## config.mk

```make
export PLATFORM = sky130hd
export DESIGN_NAME = nor_erase_engine
export DESIGN_NICKNAME = d
export VERILOG_FILES = /design/src/rtl/nor_erase_pkg.sv /design/src/rtl/nor_erase_dp.sv /design/src/rtl/nor_erase_fsm.sv /design/src/rtl/nor_erase_engine.sv
export SDC_FILE = /design/constraint.sdc
export NUM_CORES = 1
export LEC_CHECK = 0
export BUFFER_PORTS_ARGS = -buffer_cell sky130_fd_sc_hd__buf_4
export CAP_MARGIN = 20
export CORE_ASPECT_RATIO = 0.9
export CORE_MARGIN = 2
export CORE_UTILIZATION = 50
export DETAILED_ROUTE_END_ITERATION = 12
export PLACE_DENSITY = 0.75
export SYNTH_ARGS = -nofsm -noshare
export SYNTH_HDL_FRONTEND = slang
export SYNTH_SLANG_ARGS = --single-unit
```

## constraint.sdc

```tcl
create_clock -name clk -period 2.35 [get_ports clk]
set_input_delay 0.3525 -clock clk [delete_from_list [all_inputs] [get_ports clk]]
set_output_delay 0.3525 -clock clk [all_outputs]
set_load 0.01 [all_outputs]
```

## src/rtl/nor_erase_pkg.sv

```systemverilog
package nor_erase_pkg;

  localparam int UNLK_AW = 15;

  localparam logic [UNLK_AW-1:0] ADR_KEY_A = 15'h5555;
  localparam logic [UNLK_AW-1:0] ADR_KEY_B = 15'h2AAA;

  localparam logic [7:0] CMD_KEY_A   = 8'hAA;
  localparam logic [7:0] CMD_KEY_B   = 8'h55;
  localparam logic [7:0] CMD_SETUP   = 8'h80;
  localparam logic [7:0] CMD_CONFIRM = 8'h30;
  localparam logic [7:0] CMD_SUSPEND = 8'hB0;
  localparam logic [7:0] CMD_RESET   = 8'hF0;

  localparam logic [7:0] ARRAY_STUB  = 8'hFF;

  typedef enum logic [3:0] {
    ST_ARRAY,
    ST_KEY1,
    ST_KEY2,
    ST_ARMED,
    ST_KEY3,
    ST_KEY4,
    ST_WINDOW,
    ST_ERASE,
    ST_SUSP,
    ST_FAIL
  } ctrl_state_e;

  // strobes from the control FSM to the datapath
  typedef struct packed {
    logic clrMap;
    logic addBlk;
    logic runWin;
    logic runErase;
    logic showStatus;
    logic failFlag;
    logic eraseFlag;
  } dp_ctrl_t;

endpackage

```

## src/rtl/nor_erase_dp.sv

```systemverilog
module nor_erase_dp
  import nor_erase_pkg::*;
#(
  parameter int BLK_W   = 3,
  parameter int WIN_CYC = 48,
  parameter int BLK_CYC = 20,
  parameter int MAX_CYC = 200
) (
  input  logic             clk,
  input  logic             rstN,
  input  dp_ctrl_t         ctl,
  input  logic [BLK_W-1:0] blkSel,
  input  logic             busRd,
  input  logic             forceFail,
  output logic             winAtEnd,
  output logic             eraseAtEnd,
  output logic             budgetAtEnd,
  output logic [7:0]       rdData
);

  localparam int NBLK  = 1 << BLK_W;
  localparam int WIN_W = $clog2(WIN_CYC + 1);
  localparam int BLK_CW = $clog2(BLK_CYC + 1);
  localparam int MAX_W = $clog2(MAX_CYC + 1);

  logic [NBLK-1:0]   blkMap;
  logic [NBLK-1:0]   blkHit;
  logic [NBLK-1:0]   lowMask;
  logic              lastBlk;
  logic [WIN_W-1:0]  winCnt;
  logic [BLK_CW-1:0] blkCnt;
  logic [MAX_W-1:0]  totalCnt;
  logic              blkEnd;
  logic              toggleBit;
  logic [7:0]        statusByte;

  // one-hot decode of the addressed block
  for (genvar g = 0; g < NBLK; g++) begin : g_blk_dec
    assign blkHit[g] = (blkSel == BLK_W'(g));
  end

  assign lowMask = blkMap & (~blkMap + 1'b1);
  assign lastBlk = ((blkMap & (blkMap - 1'b1)) == '0);
  assign blkEnd  = (blkCnt == BLK_CW'(BLK_CYC - 1)) && !forceFail;

  assign winAtEnd    = (winCnt == WIN_W'(WIN_CYC - 1));
  assign eraseAtEnd  = blkEnd && lastBlk;
  assign budgetAtEnd = (totalCnt == MAX_W'(MAX_CYC - 1));

  // queued block bitmap
  always_ff @(posedge clk) begin
    if (!rstN) begin
      blkMap <= '0;
    end else if (ctl.clrMap) begin
      blkMap <= ctl.addBlk ? blkHit : '0;
    end else if (ctl.addBlk) begin
      blkMap <= blkMap | blkHit;
    end else if (ctl.runErase && blkEnd) begin
      blkMap <= blkMap & ~lowMask;
    end
  end

  // acceptance window timer
  always_ff @(posedge clk) begin
    if (!rstN) begin
      winCnt <= '0;
    end else if (ctl.clrMap || ctl.addBlk) begin
      winCnt <= '0;
    end else if (ctl.runWin) begin
      winCnt <= winCnt + 1'b1;
    end
  end

  // per-block and total erase counters
  always_ff @(posedge clk) begin
    if (!rstN) begin
      blkCnt   <= '0;
      totalCnt <= '0;
    end else if (ctl.clrMap || ctl.addBlk) begin
      blkCnt   <= '0;
      totalCnt <= '0;
    end else if (ctl.runErase) begin
      totalCnt <= totalCnt + 1'b1;
      if (!forceFail) begin
        blkCnt <= blkEnd ? '0 : blkCnt + 1'b1;
      end
    end
  end

  // status byte: polling low while busy, toggle, failure, timer phase
  assign statusByte = {1'b0, toggleBit, ctl.failFlag, 1'b0,
                       ctl.eraseFlag, 3'b000};

  always_ff @(posedge clk) begin
    if (!rstN) begin
      toggleBit <= 1'b0;
      rdData    <= ARRAY_STUB;
    end else begin
      if (ctl.clrMap) begin
        toggleBit <= 1'b0;
      end else if (busRd && ctl.showStatus) begin
        toggleBit <= ~toggleBit;
      end
      if (busRd) begin
        rdData <= ctl.showStatus ? statusByte : ARRAY_STUB;
      end
    end
  end

  // a confirm leaves its block queued
  a_r4_block_queued: assert property (@(posedge clk) disable iff (!rstN)
    ctl.addBlk |=> ((blkMap & $past(blkHit)) != '0));

  // erase never runs with an empty queue
  a_r8_queue_nonempty: assert property (@(posedge clk) disable iff (!rstN)
    ctl.runErase |-> (blkMap != '0));

  // each status read flips the toggle bit
  a_r7_toggle_flips: assert property (@(posedge clk) disable iff (!rstN)
    (busRd && ctl.showStatus && !ctl.clrMap) |=> (toggleBit != $past(toggleBit)));

  // erase progress frozen when not running
  a_r10_progress_frozen: assert property (@(posedge clk) disable iff (!rstN)
    (!ctl.runErase && !ctl.clrMap && !ctl.addBlk) |=> $stable(totalCnt));

endmodule

```

## src/rtl/nor_erase_fsm.sv

```systemverilog
module nor_erase_fsm
  import nor_erase_pkg::*;
(
  input  logic               clk,
  input  logic               rstN,
  input  logic [UNLK_AW-1:0] keyAddr,
  input  logic [7:0]         busWrData,
  input  logic               busWr,
  input  logic               winAtEnd,
  input  logic               eraseAtEnd,
  input  logic               budgetAtEnd,
  output dp_ctrl_t           ctl
);

  ctrl_state_e state, stNext;

  logic isKeyA, isKeyB, isSetup, isConfirm, isSuspend, isReset;

  assign isKeyA    = (keyAddr == ADR_KEY_A) && (busWrData == CMD_KEY_A);
  assign isKeyB    = (keyAddr == ADR_KEY_B) && (busWrData == CMD_KEY_B);
  assign isSetup   = (keyAddr == ADR_KEY_A) && (busWrData == CMD_SETUP);
  assign isConfirm = (busWrData == CMD_CONFIRM);
  assign isSuspend = (busWrData == CMD_SUSPEND);
  assign isReset   = (busWrData == CMD_RESET);

  always_comb begin
    stNext         = state;
    ctl            = '0;
    ctl.showStatus = (state == ST_WINDOW) || (state == ST_ERASE) || (state == ST_FAIL);
    ctl.eraseFlag  = (state == ST_ERASE) || (state == ST_FAIL);
    ctl.failFlag   = (state == ST_FAIL);
    case (state)
      ST_ARRAY: if (busWr && isKeyA) stNext = ST_KEY1;
      ST_KEY1:  if (busWr) stNext = isKeyB  ? ST_KEY2  : ST_ARRAY;
      ST_KEY2:  if (busWr) stNext = isSetup ? ST_ARMED : ST_ARRAY;
      ST_ARMED: if (busWr) stNext = isKeyA  ? ST_KEY3  : ST_ARRAY;
      ST_KEY3:  if (busWr) stNext = isKeyB  ? ST_KEY4  : ST_ARRAY;
      ST_KEY4: begin
        if (busWr) begin
          if (isConfirm) begin
            stNext     = ST_WINDOW;
            ctl.clrMap = 1'b1;
            ctl.addBlk = 1'b1;
          end else begin
            stNext = ST_ARRAY;
          end
        end
      end
      ST_WINDOW: begin
        if (busWr) begin
          if (isConfirm) begin
            ctl.addBlk = 1'b1;
          end else begin
            stNext     = ST_ARRAY;
            ctl.clrMap = 1'b1;
          end
        end else begin
          ctl.runWin = 1'b1;
          if (winAtEnd) stNext = ST_ERASE;
        end
      end
      ST_ERASE: begin
        if (busWr && isReset) begin
          stNext = ST_ARRAY;
        end else if (busWr && isSuspend) begin
          stNext = ST_SUSP;
        end else begin
          ctl.runErase = 1'b1;
          if (eraseAtEnd)       stNext = ST_ARRAY;
          else if (budgetAtEnd) stNext = ST_FAIL;
        end
      end
      ST_SUSP: begin
        if (busWr && isConfirm)    stNext = ST_ERASE;
        else if (busWr && isReset) stNext = ST_ARRAY;
      end
      ST_FAIL: if (busWr && isReset) stNext = ST_ARRAY;
      default: stNext = ST_ARRAY;
    endcase
  end

  always_ff @(posedge clk) begin
    if (!rstN) state <= ST_ARRAY;
    else       state <= stNext;
  end

  // a stray value inside the window drops the command
  a_r5_window_abort: assert property (@(posedge clk) disable iff (!rstN)
    (state == ST_WINDOW && busWr && !isConfirm) |=> (state == ST_ARRAY));

  // unrelated writes do not disturb a running erase
  a_r9_erase_ignores: assert property (@(posedge clk) disable iff (!rstN)
    (state == ST_ERASE && busWr && !isSuspend && !isReset && !eraseAtEnd && !budgetAtEnd)
    |=> (state == ST_ERASE));

  // reset write abandons any busy operation
  a_r11_reset_exits: assert property (@(posedge clk) disable iff (!rstN)
    ((state == ST_ERASE || state == ST_SUSP || state == ST_FAIL) && busWr && isReset)
    |=> (state == ST_ARRAY));

  // failure state held until a reset write
  a_r12_fail_sticky: assert property (@(posedge clk) disable iff (!rstN)
    (state == ST_FAIL && !(busWr && isReset)) |=> (state == ST_FAIL));

endmodule

```

## src/rtl/nor_erase_engine.sv

```systemverilog
module nor_erase_engine
  import nor_erase_pkg::*;
#(
  parameter int BLK_W   = 3,
  parameter int WIN_CYC = 48,
  parameter int BLK_CYC = 20,
  parameter int MAX_CYC = 200
) (
  input  logic                     clk,
  input  logic                     rstN,
  input  logic [UNLK_AW+BLK_W-1:0] busAddr,
  input  logic [7:0]               busWrData,
  input  logic                     busWr,
  input  logic                     busRd,
  input  logic                     forceFail,
  output logic [7:0]               rdData
);

  localparam int ADDR_W = UNLK_AW + BLK_W;

  dp_ctrl_t ctl;
  logic     winAtEnd;
  logic     eraseAtEnd;
  logic     budgetAtEnd;

  nor_erase_fsm u_fsm (
    .clk        (clk),
    .rstN       (rstN),
    .keyAddr    (busAddr[UNLK_AW-1:0]),
    .busWrData  (busWrData),
    .busWr      (busWr),
    .winAtEnd   (winAtEnd),
    .eraseAtEnd (eraseAtEnd),
    .budgetAtEnd(budgetAtEnd),
    .ctl        (ctl)
  );

  nor_erase_dp #(
    .BLK_W  (BLK_W),
    .WIN_CYC(WIN_CYC),
    .BLK_CYC(BLK_CYC),
    .MAX_CYC(MAX_CYC)
  ) u_dp (
    .clk        (clk),
    .rstN       (rstN),
    .ctl        (ctl),
    .blkSel     (busAddr[ADDR_W-1:UNLK_AW]),
    .busRd      (busRd),
    .forceFail  (forceFail),
    .winAtEnd   (winAtEnd),
    .eraseAtEnd (eraseAtEnd),
    .budgetAtEnd(budgetAtEnd),
    .rdData     (rdData)
  );

endmodule

```

* After elaboration in Yosys (flattened, before gate mapping)
Cells that the tools add are included.
** Operators by class
- $add $sub $neg :: 5
- Equality and inequality tests :: 36
- Multiplexer cells :: 38
- Bitwise gates (word level) :: 9
- Reductions and logical operators :: 24
** Operators by type and width (number)
- $mux 4 :: 15
- $eq 8x8->1 const B :: 5
- $mux 8 :: 5
- $pmux 4 s10 :: 1
- $and 8x8->8 :: 3
- $add 8x1->8 const B :: 2
- $eq 4x3->1 const B :: 4
- $not 8->8 :: 2
- $eq 15x14->1 const B :: 1
- $eq 15x15->1 const B :: 1
- $eq 3x3->1 const B :: 4
- $logic_and 1x1->1 :: 11
- $mux 2 :: 5
- $ne 2x2->1 const B :: 5
- $mux 3 :: 3
- $reduce_and 9->1 :: 1
- $eq 4x2->1 const B :: 2
- $eq 4x4->1 const B :: 2
- $eq 8x6->1 const B :: 1
- $eq 8x7->1 const B :: 1
- $logic_not 8->1 :: 1
- $or 8x8->8 :: 1
- $sub 8x1->8 const B :: 1
- $mux 1 :: 7
- other kinds (21) :: 28
** Storage, ports and cells
- Flip-flop bits (word level) :: 40
- Output and inout bits :: 8
- Logic and storage cells :: 119

* Longest topological paths before layout
- Depth in word-level cells :: 9
- Mapped depth :: 8

* By module
Synthesis repeated with hierarchy kept, for this count alone.
** Second synthesis, totals
- Cells, all modules :: 263
- Area total of the unflattened synthesis :: 2215.9 um2
** By module, submodules not included
- nor_erase_dp :: times used 1, cells an instance 167, area each 1512.7 um2
- nor_erase_fsm :: times used 1, cells an instance 96, area each 703.2 um2

* Worst setup path after synthesis
No wires, ideal clock.
- Path type :: input to register
- Start point :: in busWrData[1]
- End point :: reg u_dp.blkMap[1]
- Data arrival time :: 2100 ps
- Slack :: 136 ps
- Stages on the path :: 6
- Path buffers :: 0
- Path through :: or3b_2 -> o31ai_4 -> nor2_1 -> nor2b_1 -> mux2_2 -> o21a_1
** Between the ends
- Word-level cells in the longest chain between the ends :: 7
- Elaborated cells on any way between the ends :: 19
** Ends and longest elaborated chain
- start: declaration :: RTL line nor_erase_engine.sv:12 : input logic [7:0] busWrData,
- $eq 8x8->1 :: RTL line nor_erase_fsm.sv:23 : assign isSuspend = (busWrData == CMD_SUSPEND);
- $logic_and 1x1->1 :: RTL line nor_erase_fsm.sv:65 : end else if (busWr && isSuspend) begin
- $mux 1 :: RTL line nor_erase_fsm.sv:65
- $mux 1 :: RTL line nor_erase_fsm.sv:63 : if (busWr && isReset) begin
- $mux 1 :: RTL line nor_erase_fsm.sv:32 : case (state)
- $logic_and 1x1->1 :: RTL line nor_erase_dp.sv:58 : end else if (ctl.runErase && blkEnd) begin
- $reduce_bool 3->1 (no line)
- end signal: assignment :: RTL line nor_erase_dp.sv:55 : blkMap <= ctl.addBlk ? blkHit : '0;
- end signal: assignment :: RTL line nor_erase_dp.sv:57 : blkMap <= blkMap | blkHit;
- end signal: assignment :: RTL line nor_erase_dp.sv:59 : blkMap <= blkMap & ~lowMask;
- end: declaration :: RTL line nor_erase_dp.sv:26 : logic [NBLK-1:0] blkMap;
Parallel ways exist; a longest one is shown, timed or not.
A chain may end at the register's enable or synchronous reset.

* Worst setup path in the final report
- Start point :: in busWrData[0]
- End point :: reg u_fsm.state[3]
** Between the ends
- Word-level cells in the longest chain between the ends :: 5
- Elaborated cells on any way between the ends :: 18
** Ends and longest elaborated chain
- $eq 8x8->1, on equally long branches :: RTL line nor_erase_fsm.sv:24, nor_erase_fsm.sv:19, nor_erase_fsm.sv:23
- $logic_and 1x1->1, on equally long branches
- $mux 4 (tied with other cells)
- $mux 4 (tied with other cells) :: RTL line nor_erase_fsm.sv:74 : if (busWr && isConfirm) stNext = ST_ERASE;
- $pmux 4 s10 / $reduce_and 9->1 (equally long branches)
- end signal: assignment :: RTL line nor_erase_fsm.sv:84 : else state <= stNext;
- end: declaration :: RTL line nor_erase_fsm.sv:15 : ctrl_state_e state, stNext;
Parallel ways exist; a longest one is shown, timed or not.

==> impl_metrics.toml <==
[status]
status = "finished, final reports clean"

[sta]
grt_setup_unrepaired = "no"
post-route-min-period_ps = 2090
final.setup.tns_ps = 0
timing.final.crit_share = 0.888
hold_ws_ps = 316
worst_pin_slew_ps = 573
maxSlewViolCount = 0
setup_slack_ps = 263
relSlewSlack = 0.615
hold_viol_final = 0
skew_ps = 6.91
fmax_mhz = 479
final-setup-viol-count = 0

[synth]
synth.distinct_cells = 60
ys.flop_type = "dfxtp_1"
ys_warn_count = 0
async_flop_share = 0
syn_nets = 308
synth.yosys.seq_area_share = 0.321
synth_edf_count = 0
avgSynthCellArea_um2 = 8.19
synth_seq_cells = 36
syn_area_um2 = 2240
netlist_instances = 274

[finish]
finalNetCount = 351
mostFrequentLayoutCells = "buf_4, nor2_1, dfxtp_1, nand2_1, nand3_1"
drive_gt1_frac = 0.223
syn2layout_area_growth_pct = 21.3
fillers = 403
n_antenna_cell = 0
layout_commonest_cell = "buf_4"

[clock_tree]
clockBufferDepth = 2
hold_buffers = 0
clkSlewWorstSetupHoldPaths_ps = 70
clk_latency_ps = 290
post_cts_resized = 0
h-tree-depth = 2
cts_tree = "done"
cts.sinks = 36
cts_setup_buffers = 0
cts_root_buf = "clkbuf_8"
cts_buffers = 5

[worst_setup_path]
ff2ff_setup_slack_ps = 260
crit_fanout = 7
cp-end-kind = "flip-flop"
r2r_end = "u_fsm.state[3]"
worst_ep_required_time_ps = 2540
startpoint = "busWrData[0]"
rr_startpoint = "u_dp.blkCnt[0]"
start_kind = "input port"
r2r_cells = 7
crit_type = "in -> reg"
cp.arrival_ps = 2270

[place]
hpwl_um = 3980
portBuffers = 38
place_congestion = 0.907
post-place-ws_ps = -16.1

[route]
vias_per_cell = 5.68
drt_first_pass_iters = 5
wirelength_um = 5230
ant_nets = 0
drc = 0
initialDrtViolationCount = 155
wl_per_cell_um = 13.8
num_vias = 2158

[floorplanning]
die_h_um = 67.6
initial_utilization = 0.513
core.rowCount = 23
ioPinCount = 39
core_um2 = 4370
die_area_um2 = 5040
die_w_um = 74.6

[grt]
grt_max_degree = 17
grt_usage = 0.232
antenna_found_initial = 0
first_global_vias = 2022
grt_pass1_wl_um = 9050
overflow = 0

[min_path]
holdPathStages = 2
hp-class = "in -> reg"
holdCritStartpoint = "busWrData[6]"
holdPathEnd = "u_fsm.state[3]"

[job]
drv_cap = 0

[power_and_ir_drop]
vdd_drop_max_mv = 0.395
p_leak_nw = 1.02
power_per_cell_area_nw_per_um2 = 447
totalPowerFinal_mw = 1.22
==> layout make-up <==
| cell class | instances | area, um^2 | area share |
|---|---|---|---|
| Clock buffer | 8 | 90.1 | 0.0331 |
| Inverter | 1 | 3.75 | 0.00138 |
| Multi-Input combinational cell | 222 | 1450 | 0.532 |
| Sequential cell | 36 | 721 | 0.265 |
| Tap cell | 62 | 77.6 | 0.0285 |
| Timing Repair Buffer | 51 | 383 | 0.141 |
==> layer usage <==
layer | GRT usage | vias up | wire [um]
met1 | 0.310 | 1002 | 2510
met3 | 0.0537 | 9 | 252
li1 | - | 1095 | -
met5 | 0 | - | 0
met4 | 0.100 | 0 | 116
met2 | 0.357 | 52 | 2340
==> cell families (layout without fill, tap and decap cells) <==
group,count (synthesis),after routing,synth area share
xor+xnor,17,17,0.0663
mux,4,4,0.0190
buf+inv,16,60,0.0340
compound gates,47,47,0.173
flops,36,36,0.321
simple gates,150,150,0.366
fa+ha+maj,4,4,0.0212
==> how the worst max path moves through the flow <==
stage | slack, ps | cells after the start | endpoint
2_1_floorplan | 140 | 6 | u_dp.blkMap[1]
3_3_place_gp | 20 | 6 | u_fsm.state[3]
4_1_cts | 260 | 7 | u_fsm.state[3]
5_1_grt | 160 | 7 | u_fsm.state[0]
3_5_place_dp | -20 | 6 | u_fsm.state[3]
6_report | 260 | 6 | u_fsm.state[3]
==> Yosys cell counts, types with 6 or more instances <==
cell,instances,area (um^2)
nor2_1,39,146
dfxtp_1,36,721
nand2_1,24,90.1
nand3_1,17,85.1
xor2_1,12,105
clkbuf_1,10,37.5
o21ai_0,10,50.1
nand2b_1,9,56.3
nor3_1,9,45.0
nand4_1,8,50.1
a21oi_1,6,30.0
==> through the flow <==
step	instances	utilization	area, um^2
after floorplan	274	-	2240
after global placement	372	0.602	2630
after detailed placement	372	0.602	2630
after CTS	380	0.622	2720
after global routing	380	0.622	2720
final	380	0.622	2720
==> critical path, cell delays in order <==
cell       delay [ps]
buf_4             110
or3b_4            390
or4_4             580
o31ai_4           300
o311ai_4          200
a2111oi_4         340
==> where the power goes <==
| part | internal, mW | total (mW) | switching (mW) |
|---|---|---|---|
| clock | 0.239 | 0.449 | 0.210 |
| combinational | 0.0742 | 0.146 | 0.0714 |
| sequential | 0.613 | 0.622 | 0.00937 |
| total | 0.926 | 1.22 | 0.290 |
==> registers in the layout, indices dropped and copies added (netlist names) <==
register / flops
u_dp.blkCnt: 5
u_dp.blkMap: 8
u_fsm.state: 4
u_dp.winCnt: 6
u_dp.rdData: 4
u_dp.totalCnt: 8
u_dp.toggleBit: 1
Power figures use the tool's default switching activity.
